File: src/rtl/pwm8_pkg.sv
package pwm8_pkg;
    localparam int CTRL_W   = 32;
    localparam int RUN_POS  = 31;
    localparam int IDLE_POS = 30;
    localparam int FIELD_W  = 8;
    localparam int DIV_LSB  = 8;
    localparam int DUTY_LSB = 0;

    typedef enum logic {
        ST_IDLE = 1'b0,
        ST_RUN  = 1'b1
    } pwm_state_e;
endpackage

File: src/rtl/pwm8_ctrl_reg.sv
module pwm8_ctrl_reg #(
    parameter int CTRL_W   = 32,
    parameter int RUN_POS  = 31,
    parameter int IDLE_POS = 30,
    parameter int FIELD_W  = 8,
    parameter int DIV_LSB  = 8,
    parameter int DUTY_LSB = 0
) (
    input  logic               clk,
    input  logic               rst,
    input  logic               wr_en,
    input  logic [CTRL_W-1:0]  wr_data,
    output logic [CTRL_W-1:0]  word_q,
    output logic               run_req,
    output logic               idle_lvl,
    output logic [FIELD_W-1:0] div_fld,
    output logic [FIELD_W-1:0] duty_fld
);
    always_ff @(posedge clk) begin
        if (rst) begin
            word_q <= '0;
        end else if (wr_en) begin
            word_q <= wr_data;
        end
    end

    always_comb begin
        run_req  = word_q[RUN_POS];
        idle_lvl = word_q[IDLE_POS];
        div_fld  = word_q[DIV_LSB +: FIELD_W];
        duty_fld = word_q[DUTY_LSB +: FIELD_W];
    end

    assert_readback_R1: assert property (@(posedge clk) disable iff (rst)
        wr_en |=> (word_q == $past(wr_data)));

    assert_hold_R1: assert property (@(posedge clk) disable iff (rst)
        !wr_en |=> $stable(word_q));
endmodule

File: src/rtl/pwm8_prescaler.sv
module pwm8_prescaler #(
    parameter int W = 8
) (
    input  logic         clk,
    input  logic         rst,
    input  logic         clear,
    input  logic         run,
    input  logic [W-1:0] div_sh,
    output logic [W-1:0] pre_q,
    output logic         tick
);
    localparam logic [W-1:0] ONE = W'(1);

    logic [W-1:0] last_cnt;
    logic [W-1:0] pre_d;

    // divisor N counts 0..N-1; N = 0 wraps to all ones -> 2**W
    always_comb begin
        last_cnt = div_sh - ONE;
        tick     = run && (pre_q == last_cnt);
        if (clear || tick) begin
            pre_d = '0;
        end else if (run) begin
            pre_d = pre_q + ONE;
        end else begin
            pre_d = pre_q;
        end
    end

    always_ff @(posedge clk) begin
        if (rst) begin
            pre_q <= '0;
        end else begin
            pre_q <= pre_d;
        end
    end

    assert_pre_in_range_R3: assert property (@(posedge clk) disable iff (rst)
        run |-> (pre_q <= W'(div_sh - ONE)));

    assert_pre_cleared_R7: assert property (@(posedge clk) disable iff (rst)
        clear |=> (pre_q == '0));
endmodule

File: src/rtl/pwm8_period_cnt.sv
module pwm8_period_cnt #(
    parameter int W = 8
) (
    input  logic         clk,
    input  logic         rst,
    input  logic         clear,
    input  logic         tick,
    input  logic [W-1:0] duty_sh,
    output logic [W-1:0] cnt_q,
    output logic         wrap,
    output logic         active
);
    localparam logic [W-1:0] TOP = {W{1'b1}};
    localparam logic [W-1:0] ONE = W'(1);

    logic [W-1:0] cnt_d;

    always_comb begin
        wrap   = tick && (cnt_q == TOP);
        active = (cnt_q >= duty_sh);
        if (clear) begin
            cnt_d = '0;
        end else if (tick) begin
            cnt_d = cnt_q + ONE;
        end else begin
            cnt_d = cnt_q;
        end
    end

    always_ff @(posedge clk) begin
        if (rst) begin
            cnt_q <= '0;
        end else begin
            cnt_q <= cnt_d;
        end
    end

    assert_cnt_step_R3: assert property (@(posedge clk) disable iff (rst)
        (tick && !clear) |=> (cnt_q == W'($past(cnt_q) + ONE)));

    assert_cnt_still_R3: assert property (@(posedge clk) disable iff (rst)
        (!tick && !clear) |=> $stable(cnt_q));

    assert_cnt_cleared_R7: assert property (@(posedge clk) disable iff (rst)
        clear |=> (cnt_q == '0));
endmodule

File: src/rtl/pwm8_seq_fsm.sv
module pwm8_seq_fsm
    import pwm8_pkg::*;
#(
    parameter int W = 8
) (
    input  logic         clk,
    input  logic         rst,
    input  logic         run_req,
    input  logic         idle_lvl,
    input  logic [W-1:0] div_fld,
    input  logic [W-1:0] duty_fld,
    input  logic         wrap,
    input  logic         active,
    output logic         run,
    output logic         clear,
    output logic [W-1:0] div_sh,
    output logic [W-1:0] duty_sh,
    output logic         pwm_out
);
    pwm_state_e state_q;
    pwm_state_e state_d;
    logic       load_sh;

    // next state: IDLE_TO_RUN and RUN_TO_IDLE
    always_comb begin
        state_d = state_q;
        unique case (state_q)
            ST_IDLE: if (run_req)  state_d = ST_RUN;
            ST_RUN:  if (!run_req) state_d = ST_IDLE;
            default: state_d = ST_IDLE;
        endcase
    end

    always_ff @(posedge clk) begin
        if (rst) begin
            state_q <= ST_IDLE;
        end else begin
            state_q <= state_d;
        end
    end

    // shadows follow the fields while idle, else only at a wrap
    always_ff @(posedge clk) begin
        if (rst) begin
            div_sh  <= '0;
            duty_sh <= '0;
        end else if (load_sh) begin
            div_sh  <= div_fld;
            duty_sh <= duty_fld;
        end
    end

    always_comb begin
        run     = 1'b0;
        clear   = 1'b0;
        load_sh = 1'b0;
        pwm_out = idle_lvl;
        unique case (state_q)
            ST_IDLE: begin
                clear   = 1'b1;
                load_sh = 1'b1;
                pwm_out = idle_lvl;
            end
            ST_RUN: begin
                run     = 1'b1;
                load_sh = wrap;
                pwm_out = active;
            end
            default: begin
                clear = 1'b1;
            end
        endcase
    end

    assert_idle_level_R2: assert property (@(posedge clk) disable iff (rst)
        $past(!run_req) |-> (pwm_out == idle_lvl));

    assert_to_run_R7: assert property (@(posedge clk) disable iff (rst)
        (state_q == ST_IDLE && run_req) |=> (state_q == ST_RUN));

    assert_to_idle_R7: assert property (@(posedge clk) disable iff (rst)
        (state_q == ST_RUN && !run_req) |=> (state_q == ST_IDLE));

    assert_shadow_hold_R6: assert property (@(posedge clk) disable iff (rst)
        (state_q == ST_RUN && !wrap) |=> ($stable(duty_sh) && $stable(div_sh)));
endmodule

File: src/rtl/pwm8_prescaled.sv
module pwm8_prescaled
    import pwm8_pkg::*;
(
    input  logic              clk,
    input  logic              rst,
    input  logic              wr_en,
    input  logic [CTRL_W-1:0] wr_data,
    output logic [CTRL_W-1:0] rd_data,
    output logic              pwm_out
);
    logic               run_req;
    logic               idle_lvl;
    logic [FIELD_W-1:0] div_fld;
    logic [FIELD_W-1:0] duty_fld;
    logic               run;
    logic               clear;
    logic [FIELD_W-1:0] div_sh;
    logic [FIELD_W-1:0] duty_sh;
    logic [FIELD_W-1:0] pre_q;
    logic               tick;
    logic [FIELD_W-1:0] cnt_q;
    logic               wrap;
    logic               active;

    pwm8_ctrl_reg #(
        .CTRL_W  (CTRL_W),
        .RUN_POS (RUN_POS),
        .IDLE_POS(IDLE_POS),
        .FIELD_W (FIELD_W),
        .DIV_LSB (DIV_LSB),
        .DUTY_LSB(DUTY_LSB)
    ) reg_i (
        .clk     (clk),
        .rst     (rst),
        .wr_en   (wr_en),
        .wr_data (wr_data),
        .word_q  (rd_data),
        .run_req (run_req),
        .idle_lvl(idle_lvl),
        .div_fld (div_fld),
        .duty_fld(duty_fld)
    );

    pwm8_seq_fsm #(.W(FIELD_W)) fsm_i (
        .clk     (clk),
        .rst     (rst),
        .run_req (run_req),
        .idle_lvl(idle_lvl),
        .div_fld (div_fld),
        .duty_fld(duty_fld),
        .wrap    (wrap),
        .active  (active),
        .run     (run),
        .clear   (clear),
        .div_sh  (div_sh),
        .duty_sh (duty_sh),
        .pwm_out (pwm_out)
    );

    pwm8_prescaler #(.W(FIELD_W)) pre_i (
        .clk   (clk),
        .rst   (rst),
        .clear (clear),
        .run   (run),
        .div_sh(div_sh),
        .pre_q (pre_q),
        .tick  (tick)
    );

    pwm8_period_cnt #(.W(FIELD_W)) cnt_i (
        .clk    (clk),
        .rst    (rst),
        .clear  (clear),
        .tick   (tick),
        .duty_sh(duty_sh),
        .cnt_q  (cnt_q),
        .wrap   (wrap),
        .active (active)
    );

    assert_restart_zero_R5: assert property (@(posedge clk) disable iff (rst)
        $rose(run) |-> (cnt_q == '0 && pre_q == '0));

    assert_duty_zero_high_R4: assert property (@(posedge clk) disable iff (rst)
        (run && duty_sh == '0) |-> pwm_out);

    assert_reset_clear_R8: assert property (@(posedge clk)
        rst |=> (rd_data == '0 && !pwm_out));
endmodule

File: config.mk
export PLATFORM = sky130hd
export DESIGN_NAME = pwm8_prescaled
export DESIGN_NICKNAME = d
export VERILOG_FILES = /design/src/rtl/pwm8_pkg.sv /design/src/rtl/pwm8_ctrl_reg.sv /design/src/rtl/pwm8_prescaler.sv /design/src/rtl/pwm8_period_cnt.sv /design/src/rtl/pwm8_seq_fsm.sv /design/src/rtl/pwm8_prescaled.sv
export SDC_FILE = /design/constraint.sdc
export NUM_CORES = 1
export LEC_CHECK = 0
export BUFFER_PORTS_ARGS = -buffer_cell sky130_fd_sc_hd__buf_2
export CORE_MARGIN = 1
export CORE_UTILIZATION = 54
export DETAILED_ROUTE_END_ITERATION = 12
export GPL_TIMING_DRIVEN = 0
export PLACE_DENSITY = 0.8
export SYNTH_ARGS = -nofsm -noshare
export SYNTH_HDL_FRONTEND = slang
export SYNTH_SLANG_ARGS = --single-unit
File: constraint.sdc
create_clock -name clk -period 2.7 [get_ports clk]
set_input_delay 0.675 -clock clk [delete_from_list [all_inputs] [get_ports clk]]
set_output_delay 0.675 -clock clk [all_outputs]
set_load 0.01 [all_outputs]
**After elaboration in Yosys (flattened, before gate mapping)**

Cells that the tools add are included.

- Add/sub/neg operators: 3
- $lt $le $gt $ge: 1
- Equality and inequality tests: 2
- Multiplexer cells: 5
- Bitwise logic cells: 1
- Reductions and logical operators: 5

Operator list:

| operator | count |
|---|---|
| 8-bit by 1-bit adder with 8-bit output (second input constant) | 2 |
| 8-bit == test | 1 |
| 8-bit == test (second input constant) | 1 |
| 8-bit greater-or-equal comparator | 1 |
| 8-bit by 1-bit subtractor with 8-bit output (second input constant) | 1 |
| 1-bit case mux with 2 select lines | 2 |
| 2-bit OR reduction | 2 |
| 1-bit two-way mux | 3 |
| 1-bit logical AND | 2 |
| 1-bit logical OR | 1 |
| 1-bit NOT | 1 |

- Bits in registers: 65
- Output and inout bits: 33

**Depth between registers and ports, before layout**

- Depth in word-level cells: 5
- Depth in mapped cells: 10
- Gate-level depth less buffers: 8

**By module**

A second synthesis with hierarchy kept.

- Cells, all modules: 338
- Area total of the unflattened synthesis: 3310.7 um2

By module, submodules not included:

| module | times used | cells an instance | area an instance (um2) |
|---|---|---|---|
| pwm8_ctrl_reg | 1 | 121 | 1298.7 |
| pwm8_seq_fsm | 1 | 75 | 815.8 |
| pwm8_prescaler | 1 | 74 | 635.6 |
| pwm8_period_cnt | 1 | 68 | 560.5 |

**Least setup slack after synthesis**

No wires, ideal clock.

- Path kind: register to output
- Start point: register cnt_i.cnt_q[0]
- End point: output pwm_out
- Arrival: 1818 ps
- Data required time: 2025 ps
- Setup slack: 207 ps
- Cell stages (with the launch flop): 9
- Path buffers: 0
- Cell sequence: dfxtp_1 inv_1 ha_1 nand2b_1 a21o_1 a21o_1 a21o_1 a2111oi_0 o21ai_0

- Cells in the longest elaborated chain, start to end: 2

RTL lines:

| element | line | source |
|---|---|---|
| start, declared | pwm8_period_cnt.sv:9 | `output logic [W-1:0] cnt_q,` |
| start signal, assigned | pwm8_period_cnt.sv:34 | `cnt_q <= cnt_d;` |
| 8-bit greater-or-equal comparator | pwm8_period_cnt.sv:20 | `active = (cnt_q >= duty_sh);` |
| 1-bit case mux with 2 select lines | pwm8_seq_fsm.sv:58 | `unique case (state_q)` |
| end, declared | pwm8_prescaled.sv:9 | `output logic pwm_out` |

Every way passes these cells.

**Worst setup path in the final report**

Same ends and word-level chain as after synthesis.

==> out/metrics.yaml <==
job:
  max_cap_violations: 0
yosys:
  synth_top_area_cell: "dfxtp_1"
  synthesis.area_mm2: 0.003039
  netlist_instances: 315
  synthArstFlopShare_pct: 0
  yosys.area.top_type_share_pct: 42.82
  synth_fp_nets: 361
  synth.distinct_cells: 40
  ys_seq_area_share_pct: 42.82
  synth_edf_count: 0
  synth.ff_latch_count: 65
  syn_area_per_cell_um2: 9.648
  synth-main-ff-cell: "dfxtp_1"
  ys_top_cells_by_count: "65 x dfxtp_1, 50 x mux2i_1, 43 x nor2_1"
  yosysMostFrequentCell: "dfxtp_1"
  yosysWarnings: 0
  synth.area.top_cells: "dfxtp_1 43%, mux2i_1 16%, nand2b_1 7.0%"
die:
  die_w_um: 77.02
  core_area_mm2: 0.005270
  rows: 26
  start_util_pct: 57.67
  die_y_um: 77.02
  die-area_mm2: 0.005932
  ios: 68
run_status:
  status: "finished with violations"
  violations: "negative setup slack"
sta:
  finalCritPeriodShare_pct: 101.3
  rsz0062_at_grt: "yes"
  drv_slew: 0
  final_hold_viol_count: 0
  slew_headroom_pct: 51.96
  worst_pin_slew_ns: 0.7207
  fin_crit_ns: 2.736
  setup_viol: 1
  fin_ws_ns: -0.03604
  fin_skew_ns: 0.008606
  max_freq_ghz: 0.3655
cells_and_area:
  syn2layout_area_growth_pct: 22.35
  antennaDiodeCount: 0
  seqCellArea_mm2: 0.001305
  multiInputGateArea_mm2: 0.001608
  stdcell_area_mm2: 0.003719
  nFillCells: 438
  layout.nets: 442
  drive_gt1_share_pct: 26.25
cts:
  cts_tree: "done"
  cts.sinks: 65
  cts_root_buf: "clkbuf_8"
  clkTransAtPathRegs_ns: 0.07
  numCtsBuffers: 9
  clk-insertion-delay-late_ns: 0.35
  htree_levels: 3
  clock_path_buffers: 2
drt:
  drtPass1Iterations: 4
  drt-total-wl_mm: 6.145
  routedWlPerCell_um: 13.07
  vias: 2425
  drc: 0
  ant_nets: 0
  avgViaCountPerCell: 5.160
  drtIter0Drc: 95
setup_path:
  slowest_stage: "dfxtp_2"
  startpoint_type: "flip-flop"
  reg2reg_depth: 10
  worst_r2r_endpoint: "fsm_i.div_sh[7]$_SDFFE_PP0P_"
  path_buf_inv: 2
  worst_r2r_startpoint: "fsm_i.div_sh[0]$_SDFFE_PP0P_"
  crit_path_max_incr_delay_ns: 0.33
  worstPathArrival_ns: 2.06
  cp_common_cell: "a21o_1"
  required_ns: 2.03
  path_max_fanout: 2
  cp_top_family: "compound AO/OA/AOI/OAI gates"
  r2r_slack_ns: 0.10
  end_kind: "output port"
  worst-setup-path-type: "flip-flop to output port"
  path_cells: "inv_2, ha_4, nand2b_4, a21o_1, a21o_1, a21o_1, a2111oi_2, o21ai_1, buf_2"
placement:
  place_area_mm2: 0.003457
  place_hpwl_mm: 4.458
  numPortBuffers: 66
  routabilityCongestion: 0.7988
power:
  sw_frac_of_total_pct: 25.08
  vdd_drop_max_v: 0.0004894
  clkPwrFrac_pct: 38.7
  powerDensity_mw_per_mm2: 552.7
  seqPwrFrac_pct: 50.0
  p_leak_uw: 0.001620
  p_comb_share_pct: 11.3
  intPower_uw: 1540
  p_switching_uw: 515.4
  fin_total_pwr_uw: 2055
min_path:
  min_to: "fsm_i.duty_sh[7]$_SDFFE_PP0P_"
  worstHoldPathType: "flip-flop to flip-flop"
  hold_start: "fsm_i.duty_sh[7]$_SDFFE_PP0P_"
  holdPathStages: 2
global_routing:
  grt-ovfl-total: 0
  grt_use_total_pct: 21.89
  grt_max_degree: 12
  grt_first_pass_wirelength_mm: 10.17
  grt_pass1_vias: 2272
  antenna_found_initial: 0
## sequential cells by signal, summed over array words and instances (netlist names)
register / cells
fsm_i.state_q: 1
fsm_i.div_sh: 8
pre_i.pre_q: 8
reg_i.word_q: 32
fsm_i.duty_sh: 8
cnt_i.cnt_q: 8
## what timing repair did
action | 4_1_cts | 5_1_grt
hold buffers | 0 | 0
gates resized for setup | 9 | 4
pin swaps | 6 | 2
setup buffers | 2 | 2
endpoints found under the setup margin | 2 | 18
## how the worst max path moves through the flow
stage	slack, ns	depth (start not counted)	startpoint	end
6_report	-0.04	9	cnt_i.cnt_q[0]$_SDFFE_PP0P_	pwm_out
5_1_grt	-0.15	9	cnt_i.cnt_q[0]$_SDFFE_PP0P_	pwm_out
4_1_cts	-0.05	9	cnt_i.cnt_q[0]$_SDFFE_PP0P_	pwm_out
3_5_place_dp	-0.03	9	cnt_i.cnt_q[0]$_SDFFE_PP0P_	pwm_out
3_3_place_gp	0.02	9	cnt_i.cnt_q[0]$_SDFFE_PP0P_	pwm_out
2_1_floorplan	0.21	8	cnt_i.cnt_q[0]$_SDFFE_PP0P_	pwm_out
## power by group through the flow
stage | logic [uW] | registers, uW | clock network, uW
after CTS | 234 | 1030 | 814
after global routing | 257 | 1030 | 853
final | 233 | 1030 | 796
after floorplan | 138 | 1060 | 0
after detailed placement | 226 | 1050 | 0
after global placement | 220 | 1050 | 0
## worst reg2reg max path, stage by stage, from the launching register on
cell and delay (ns):
dfxtp_2 0.35, inv_1 0.06, ha_2 0.20, or3b_4 0.40, or3_1 0.39, a22oi_2 0.21
nand4_4 0.16, o31a_1 0.29, buf_6 0.15, buf_12 0.15, mux2i_1 0.12
## cells by family after synthesis
| group | Yosys count | synth area share [%] |
|---|---|---|
| flip-flops | 65 | 42.82 |
| XOR/XNOR | 16 | 4.611 |
| AND/OR/NAND/NOR | 113 | 19.80 |
| multiplexers | 50 | 16.47 |
| adder cells (fa/ha/maj) | 11 | 4.529 |
| AO/OA/AOI/OAI | 26 | 6.052 |
| buffers and inverters | 34 | 5.722 |
## per-layer routing
| metal | up-vias | track usage, % | routed length (um) | share of wire (%) |
|---|---|---|---|---|
| met5 | - | 0 | 0 | 0 |
| met4 | 0 | 10.57 | 97 | 1.6 |
| met3 | 11 | 6.548 | 261 | 4.2 |
| met2 | 58 | 36.16 | 2991 | 49 |
| met1 | 1127 | 25.84 | 2794 | 45 |
| li1 | 1229 | - | - | - |
## area by class of cell
type                            count  share of cell area (%)
Multi-Input combinational cell    216                   43.24
Sequential cell                    65                   35.09
Timing Repair Buffer               70                   9.690
Clock buffer                       10                   3.432
Buffer                             19                   3.163
Tap cell                           70                   2.355
Clock inverter                      5                   1.514
Inverter                           15                   1.514
## cell usage in the layout (no fill, tap or decap), drive strengths merged, types with 2 or more instances in the layout
cell and count:
dfxtp 65, a21o 3, o21ai 3, or4 6, or3 4, xor2 10
ha 11, a21oi 6, o31ai 5, or3b 2, buf 79, nand2b 34
nand3 4, nor2 43, and3 3, inv 16, clkbuf 20, or2b 2
xnor2 6, mux2i 50, nand4 4, clkinv 2, nand2 7, a2111oi 2
## stage by stage
stage / worst slack, ns / util (%) / hold WS [ns] / instances / TNS [ns]
after floorplan: 0.2068 / - / 0.4519 / 315 / 0
after global placement: 0.01997 / 65.60 / 0.4624 / 451 / 0
after detailed placement: -0.02734 / 65.60 / 0.4661 / 451 / -0.02734
after CTS: -0.05096 / 70.09 / 0.4787 / 468 / -0.05096
after global routing: -0.1456 / 70.56 / 0.5065 / 470 / -0.1456
final: -0.03604 / 70.56 / 0.4742 / 470 / -0.03604
No activity file was read; power rests on OpenSTA's default activity.
